--- config.mk ---
export PLATFORM = sky130hd
export DESIGN_NAME = bit_phase_timer
export DESIGN_NICKNAME = d
export VERILOG_FILES = /design/src/rtl/bpt_pkg.sv /design/src/rtl/bpt_tick_div.sv /design/src/rtl/bpt_phase_gen.sv /design/src/rtl/bpt_edge_lock.sv /design/src/rtl/bit_phase_timer.sv
export SDC_FILE = /design/constraint.sdc
export NUM_CORES = 1
export LEC_CHECK = 0
export ABC_AREA = 1
export ABC_CLOCK_PERIOD_IN_PS = 1800
export BUFFER_PORTS_ARGS = -buffer_cell sky130_fd_sc_hd__buf_2
export CAP_MARGIN = 20
export CORE_MARGIN = 4
export CORE_UTILIZATION = 50
export CTS_CLUSTER_DIAMETER = 50
export DETAILED_ROUTE_END_ITERATION = 10
export PLACE_DENSITY = 0.75
export RECOVER_POWER = 50
export SLEW_MARGIN = 20
export SYNTH_ARGS = -nofsm -noshare
export SYNTH_HDL_FRONTEND = slang
export SYNTH_SLANG_ARGS = --single-unit
export TNS_END_PERCENT = 10
--- constraint.sdc ---
create_clock -name clk_i -period 1.8 [get_ports clk_i]
set_input_delay 0.27 -clock clk_i [delete_from_list [all_inputs] [get_ports clk_i]]
set_output_delay 0.27 -clock clk_i [all_outputs]
set_load 0.01 [all_outputs]
--- src/rtl/bpt_pkg.sv ---
package bpt_pkg;
  localparam int unsigned CNT_W = 16;

  typedef logic [CNT_W-1:0] cnt_t;

  // Effective half-period: zero is clamped to one cycle.
  function automatic cnt_t eff_period(input cnt_t raw);
    return (raw == '0) ? cnt_t'(1) : raw;
  endfunction
endpackage

--- src/rtl/bpt_tick_div.sv ---
module bpt_tick_div
  import bpt_pkg::*;
(
  input  logic clk_i,
  input  logic rst_ni,
  input  cnt_t period_i,
  input  logic force_i,
  output logic tick_o
);
  cnt_t cnt_q, cnt_d;
  cnt_t limit;
  logic cnt_en;

  always_comb begin
    limit  = eff_period(period_i) - cnt_t'(1);
    tick_o = !force_i && (cnt_q >= limit);
    cnt_en = 1'b1;
    if (force_i || tick_o) cnt_d = '0;
    else                   cnt_d = cnt_q + cnt_t'(1);
  end

  always_ff @(posedge clk_i or negedge rst_ni) begin
    if (!rst_ni)     cnt_q <= '0;
    else if (cnt_en) cnt_q <= cnt_d;
  end

  AST_CNT_WRAP: assert property (@(posedge clk_i) disable iff (!rst_ni)
    tick_o |=> (cnt_q == '0));
endmodule

--- src/rtl/bpt_phase_gen.sv ---
module bpt_phase_gen (
  input  logic clk_i,
  input  logic rst_ni,
  input  logic tick_i,
  input  logic force_i,
  output logic phase_o,
  output logic tx_o,
  output logic smp_o
);
  logic phase_q, phase_d;
  logic tx_q, tx_d;
  logic smp_q, smp_d;

  always_comb begin
    phase_d = phase_q;
    tx_d    = 1'b0;
    smp_d   = 1'b0;
    if (force_i) begin
      phase_d = 1'b1;
      tx_d    = 1'b1;
    end else if (tick_i) begin
      phase_d = !phase_q;
      tx_d    = !phase_q;
      smp_d   = phase_q;
    end
  end

  always_ff @(posedge clk_i or negedge rst_ni) begin
    if (!rst_ni) begin
      phase_q <= 1'b0;
      tx_q    <= 1'b0;
      smp_q   <= 1'b0;
    end else begin
      phase_q <= phase_d;
      tx_q    <= tx_d;
      smp_q   <= smp_d;
    end
  end

  assign phase_o = phase_q;
  assign tx_o    = tx_q;
  assign smp_o   = smp_q;

  AST_TX_IN_POS: assert property (@(posedge clk_i) disable iff (!rst_ni)
    tx_q |-> phase_q);
  AST_SMP_IN_NEG: assert property (@(posedge clk_i) disable iff (!rst_ni)
    smp_q |-> !phase_q);
  AST_TOGGLE_MARKED: assert property (@(posedge clk_i) disable iff (!rst_ni)
    (phase_q != $past(phase_q)) |-> (tx_q || smp_q));
endmodule

--- src/rtl/bpt_edge_lock.sv ---
module bpt_edge_lock (
  input  logic clk_i,
  input  logic rst_ni,
  input  logic rx_i,
  input  logic rearm_i,
  output logic force_o,
  output logic synced_o
);
  logic rx_q;
  logic synced_q, synced_d;
  logic fall;

  always_comb begin
    fall     = rx_q && !rx_i;
    force_o  = fall && !synced_q && !rearm_i;
    synced_d = synced_q;
    if (rearm_i)      synced_d = 1'b0;
    else if (force_o) synced_d = 1'b1;
  end

  always_ff @(posedge clk_i or negedge rst_ni) begin
    if (!rst_ni) begin
      rx_q     <= 1'b1;
      synced_q <= 1'b0;
    end else begin
      rx_q     <= rx_i;
      synced_q <= synced_d;
    end
  end

  assign synced_o = synced_q;

  AST_RESYNC_UNLOCKED: assert property (@(posedge clk_i) disable iff (!rst_ni)
    force_o |-> !synced_q);
  AST_LOCK_HELD: assert property (@(posedge clk_i) disable iff (!rst_ni)
    (synced_q && !rearm_i) |=> synced_q);
  AST_REARM_CLEARS: assert property (@(posedge clk_i) disable iff (!rst_ni)
    rearm_i |=> !synced_q);
endmodule

--- src/rtl/bit_phase_timer.sv ---
module bit_phase_timer
  import bpt_pkg::*;
(
  input  logic             clk_i,
  input  logic             rst_ni,
  input  logic [CNT_W-1:0] half_period_i,
  input  logic             rearm_i,
  input  logic             rx_i,
  output logic             phase_o,
  output logic             tx_strobe_o,
  output logic             sample_strobe_o,
  output logic             synced_o
);
  logic resync;
  logic tick;

  bpt_edge_lock u_lock (
    .clk_i    (clk_i),
    .rst_ni   (rst_ni),
    .rx_i     (rx_i),
    .rearm_i  (rearm_i),
    .force_o  (resync),
    .synced_o (synced_o)
  );

  bpt_tick_div u_div (
    .clk_i    (clk_i),
    .rst_ni   (rst_ni),
    .period_i (half_period_i),
    .force_i  (resync),
    .tick_o   (tick)
  );

  bpt_phase_gen u_phase (
    .clk_i   (clk_i),
    .rst_ni  (rst_ni),
    .tick_i  (tick),
    .force_i (resync),
    .phase_o (phase_o),
    .tx_o    (tx_strobe_o),
    .smp_o   (sample_strobe_o)
  );

  AST_STROBE_EXCL: assert property (@(posedge clk_i) disable iff (!rst_ni)
    !(tx_strobe_o && sample_strobe_o));
endmodule

---- Yosys cells after proc, flatten, opt, wreduce, memory -nomap -nowiden ----
Cells that the tools add are included.
storage, ports and cells
  memories kept ........................... 0
  flip-flop bits (word level) ............. 21
  word-level logic and storage cells ...... 32
  bits in latches ......................... 0
  output and inout bits ................... 4
  input bits .............................. 20
  memory bits (read-only) ................. 0
  memory bits (writable) .................. 0
operators by class
  reductions and logical operators ........ 13
  eq/ne operators ......................... 0
  shift-type cells ........................ 0
  bitwise logic cells ..................... 0
  divide/modulo/power cells ............... 0
  $mul .................................... 0
  muxes and demuxes ....................... 10
  order comparisons ....................... 1
  add/subtract/negate cells ............... 2
operators with widths
  kind                                                 number
  2-to-1 mux 16 bit                                    2
  adder 16 x 1 -> 16 bit (second input constant)       1
  greater-or-equal comparator 16 bit                   1
  zero test 16 bit                                     1
  subtractor 16 x 1 -> 16 bit (second input constant)  1
  2-to-1 mux 1 bit                                     8
  zero test 1 bit                                      5
  logical AND 1 bit                                    4
  nonzero test 2 bit                                   2
  logical OR 1 bit                                     1

---- Depth between registers and ports, before layout ----
  word-level depth ........................ 8
  gate-level depth with buffers ........... 18
  mapped depth without buffers ............ 18

---- Modules after synthesis ----
Synthesis repeated with hierarchy kept, for this count alone.
second synthesis, totals
  cell total of the unflattened synthesis .. 257
  area, all modules ....................... 1,814.2 um^2
modules (own cells, without submodules)
  module         seq. area each (um^2)  area an instance (um^2)  cells an instance  instances
  bpt_tick_div   400.4                  1,617.8                  235                1
  bpt_phase_gen  75.1                   112.6                    12                 1
  bpt_edge_lock  51.3                   83.8                     10                 1

---- Worst setup path after synthesis ----
OpenSTA, ideal clock, no wires.
  kind .................................... input -> register
  from .................................... in half_period_i[5]
  to ...................................... reg u_div.cnt_q[3]
  buffers on the path ..................... 1
  library setup time ...................... 0.120 ns
  setup slack ............................. -0.777 ns
  required time ........................... 1.680 ns
  data arrival time ....................... 2.458 ns
  stages .................................. 18
  path through ............................ nor2_2 nand2_2 nor2_1 a21oi_4 ha_1 nand2_2 nor2_4 nand3_2 nor3_2 xor2_1 inv_1 ha_1 nand4_1 nor3_1 nand2_1 nand3_2 buf_6 nor2_1
between the ends
  cells in the longest elaborated chain, start to end .. 7
RTL lines
  element                               line                  RTL
  start, declared                       bit_phase_timer.sv:6  input logic [CNT_W-1:0] half_period_i,
  zero test 16 bit                      bpt_pkg.sv:8          return (raw == '0) ? cnt_t'(1) : raw;
  2-to-1 mux 16 bit *                   bpt_pkg.sv:8
  subtractor 16 x 1 -> 16 bit *         bpt_tick_div.sv:15    limit = eff_period(period_i) - cnt_t'(1);
  greater-or-equal comparator 16 bit *  bpt_tick_div.sv:16    tick_o = !force_i && (cnt_q >= limit);
  logical AND 1 bit *                   bpt_tick_div.sv:16
  logical OR 1 bit *                    bpt_tick_div.sv:18    if (force_i || tick_o) cnt_d = '0;
  2-to-1 mux 16 bit *                   bpt_tick_div.sv:18
  via u_div.cnt_d[3]                    bpt_tick_div.sv:10    cnt_t cnt_q, cnt_d;
  end signal, assigned                  bpt_tick_div.sv:24    else if (cnt_en) cnt_q <= cnt_d;
  end, declared                         bpt_tick_div.sv:10
Mark *: on every way through the listed nets, which the timed path passes. The rest lies on a longest branch.
A chain may end at the register's enable or synchronous reset.

---- Worst setup path in the final report ----
  from .................................... in half_period_i[7]
  to ...................................... reg u_div.cnt_q[8]
Same word-level chain as after synthesis.

==> results.toml <==
[sta]
setup-violations-final = 19
finalClockSkew_ns = 0.0149
setup-tns-final_ns = -10.20
fin_ws_ns = -0.573
slew_headroom_pct = 27.4
fin_crit_sh_pct = 132
maxSlewViolCount = 0
tightest_slew_ns = 1.09
fin_crit_ns = 2.37
finalHoldViolCount = 0
timing.fmax_mhz = 421
grt_setup_unrepaired = "yes"

[critical_path]
crit_fanout = 6
startpoint_type = "primary input"
critPathKind = "primary input to register"
cp.arrival_ns = 2.60
cp_cell_sequence = "buf_2 > nor2_1 > nand2_2 > nor2_4 > a21oi_4 > buf_4 > nand3_2 > xor2_1 > ha_1 > nand2_1 > inv_1 > nor2_1 > o21a_1 > nand2_1 > nand2_2 > nand3_4 > clkbuf_16 > nor2_2"
required_ns = 2.03
endpoint_kind = "register"
crit_path_max_incr_delay_ns = 0.30
critPathSlowestCell = "ha_1"

[die]
coreArea_mm2 = 0.00315
ios = 24
num_rows = 20
die_height_um = 66.5
initial_utilization_pct = 54.2
die_w_um = 66.5
dieArea_mm2 = 0.00442

[synth]
synth_area_mm2 = 0.00171
syn_inst = 221
syn-num-nets = 259
synth-seq-cells = 21
yosys.cell_types.count = 25
ys_seq_area_share_pct = 30.8
ys_warn_count = 0
avgSynthCellArea_um2 = 7.73

[drt]
vias_per_cell = 5.22
vias = 1754
drt_iter0_drc = 87
drt_wl_total_um = 4650
firstDrtPassIters = 4
postRouteAntennaNets = 0
drc = 0
wl_per_cell_um = 13.9

[clocking]
root_buffer = "clkbuf_4"
htree_levels = 1
cts.sinks = 21
cts.path.max_buffers = 2
cts_buffers = 3
path_clk_slew_ns = 0.10
clock_latency_ns = 0.30
cts_tree = "yes"

[finish]
syn_to_final_growth_pct = 42.0
nets = 331
final_cells = 336
multiInputGateArea_mm2 = 0.00119
layout_common_cells = "buf_4, nor2_1, nand2_1"
fill_cells = 230
layout_commonest_cell = "buf_4"
antennaDiodeCount = 0
area.sequential_um2 = 527
drive_gt1_share_pct = 36.6

[power]
ir_drop_v = 0.000879
power_density_mw_per_mm2 = 526
cellLeakagePower_nw = 1.16

[job]
cap_viol_max_count = 0

[grt]
grt_usage_pct = 20.6
antenna_found_initial = 0
grt_pass1_vias = 1621
grt_pass1_wl_um = 6990
grt_max_degree = 22
overflow = 0

[outcome]
status = "finished with violations"
violations = "setup timing"

[placed_design]
gp_congestion = 0.967
dp_hpwl_um = 3280
port_buffers = 23
dp_cells = 326

[worst_hold_path]
min_path_type = "primary input to register"
-- routing by layer --
| metal | up-vias | share of wire, % | track usage (%) |
|---|---|---|---|
| li1 | 861 | - | - |
| met1 | 823 | 41 | 25.7 |
| met2 | 56 | 51 | 36.3 |
| met3 | 14 | 5.4 | 4.22 |
| met4 | 0 | 2.3 | 4.57 |
| met5 | - | 0 | 0 |
-- worst max-delay path, delay by kind of cell --
kind,cells,cell delay (ns)
AO/OA/AOI/OAI,2,0.21
XOR/XNOR,1,0.23
AND/OR/NAND/NOR,10,1.09
buffers and inverters,4,0.51
adder cells (fa/ha/maj),1,0.30
-- synth_stat cells (all sizes together) --
master  number  share of area, %
a21oi        9               3.3
nor4         3               1.5
ha          18                13
xnor2        5               2.6
nand3       18               6.4
nor2        47                11
nand4        3               1.1
o21a         1              0.44
o21ai        6               1.8
dfrtp       20                29
buf          1              0.66
inv         24               5.3
dfstp        1               1.5
o21bai       1              0.44
xor2        19               9.7
nand2       39               9.0
nor3         6               2.3
-- cells by family after synthesis --
logic type / share of synthesized area [%]
AOI/OAI and AO/OA: 5.93
DFF: 30.8
buffers and inverters: 5.93
and+or+nand+nor: 31.8
adders and majority gates: 13.2
xor gates and xnor gates: 12.3
-- path summary, 6_finish.rpt --
kind	start	endpoint	slack (ns)	cells past startpoint
min reg2reg	u_div.cnt_q[0]	u_div.cnt_q[0]	0.50	1
max reg2reg	u_div.cnt_q[7]	u_div.cnt_q[8]	0.04	10
max	half_period_i[7]	u_div.cnt_q[8]	-0.57	18
min in group asynchronous	rst_ni	u_div.cnt_q[9]	0.68	2
min	rx_i	u_lock.rx_q	0.08	1
max in group asynchronous	rst_ni	u_div.cnt_q[8]	0.46	2
-- sequential cells by signal (all words and copies together), names as in the netlist --
| name | cells |
|---|---|
| u_lock.rx_q | 1 |
| u_phase.smp_o | 1 |
| u_phase.phase_o | 1 |
| u_div.cnt_q | 16 |
| u_phase.tx_o | 1 |
| u_lock.synced_o | 1 |
-- stage by stage --
| stage | worst slack, ns | hold slack, ns | total power, mW | utilization (%) | cell area [um^2] |
|---|---|---|---|---|---|
| finish | -0.573 | 0.0782 | 1.28 | 77.0 | 2430 |
| global route | -0.706 | 0.0681 | 1.37 | 77.0 | 2430 |
| CTS | -0.415 | 0.0688 | 1.25 | 73.2 | 2310 |
| detailed placement | -0.856 | 0.240 | 1.01 | 69.3 | 2190 |
| global placement | -0.839 | 0.237 | 1.00 | 69.3 | 2190 |
| floorplan | -0.719 | -0.0256 | 0.837 | - | 1720 |
-- final cells by class --
| type | instances | share of cell area (%) |
|---|---|---|
| Sequential cell | 21 | 21.7 |
| Timing Repair Buffer | 68 | 22.0 |
| Tap cell | 44 | 2.27 |
| Clock buffer | 4 | 1.08 |
| Inverter | 24 | 3.71 |
| Multi-Input combinational cell | 175 | 49.2 |
-- power by group --
| group | leakage [nW] | internal [mW] | switching (mW) | total (mW) |
|---|---|---|---|---|
| clock network | 0.0150 | 0.0863 | 0.131 | 0.217 |
| logic | 0.869 | 0.234 | 0.243 | 0.477 |
| registers | 0.277 | 0.524 | 0.0580 | 0.582 |
| total | 1.16 | 0.845 | 0.431 | 1.28 |
-- what timing repair did --
item                       4_1_cts  5_1_grt
hold buffers                     1        0
cloned                           0        1
hold endpoints to repair        20        0
buffers inserted                 0        4
setup endpoints to repair       19       19
gates resized for setup         22       17
pin swaps                        3       13
(Power assumes the default switching activity.)
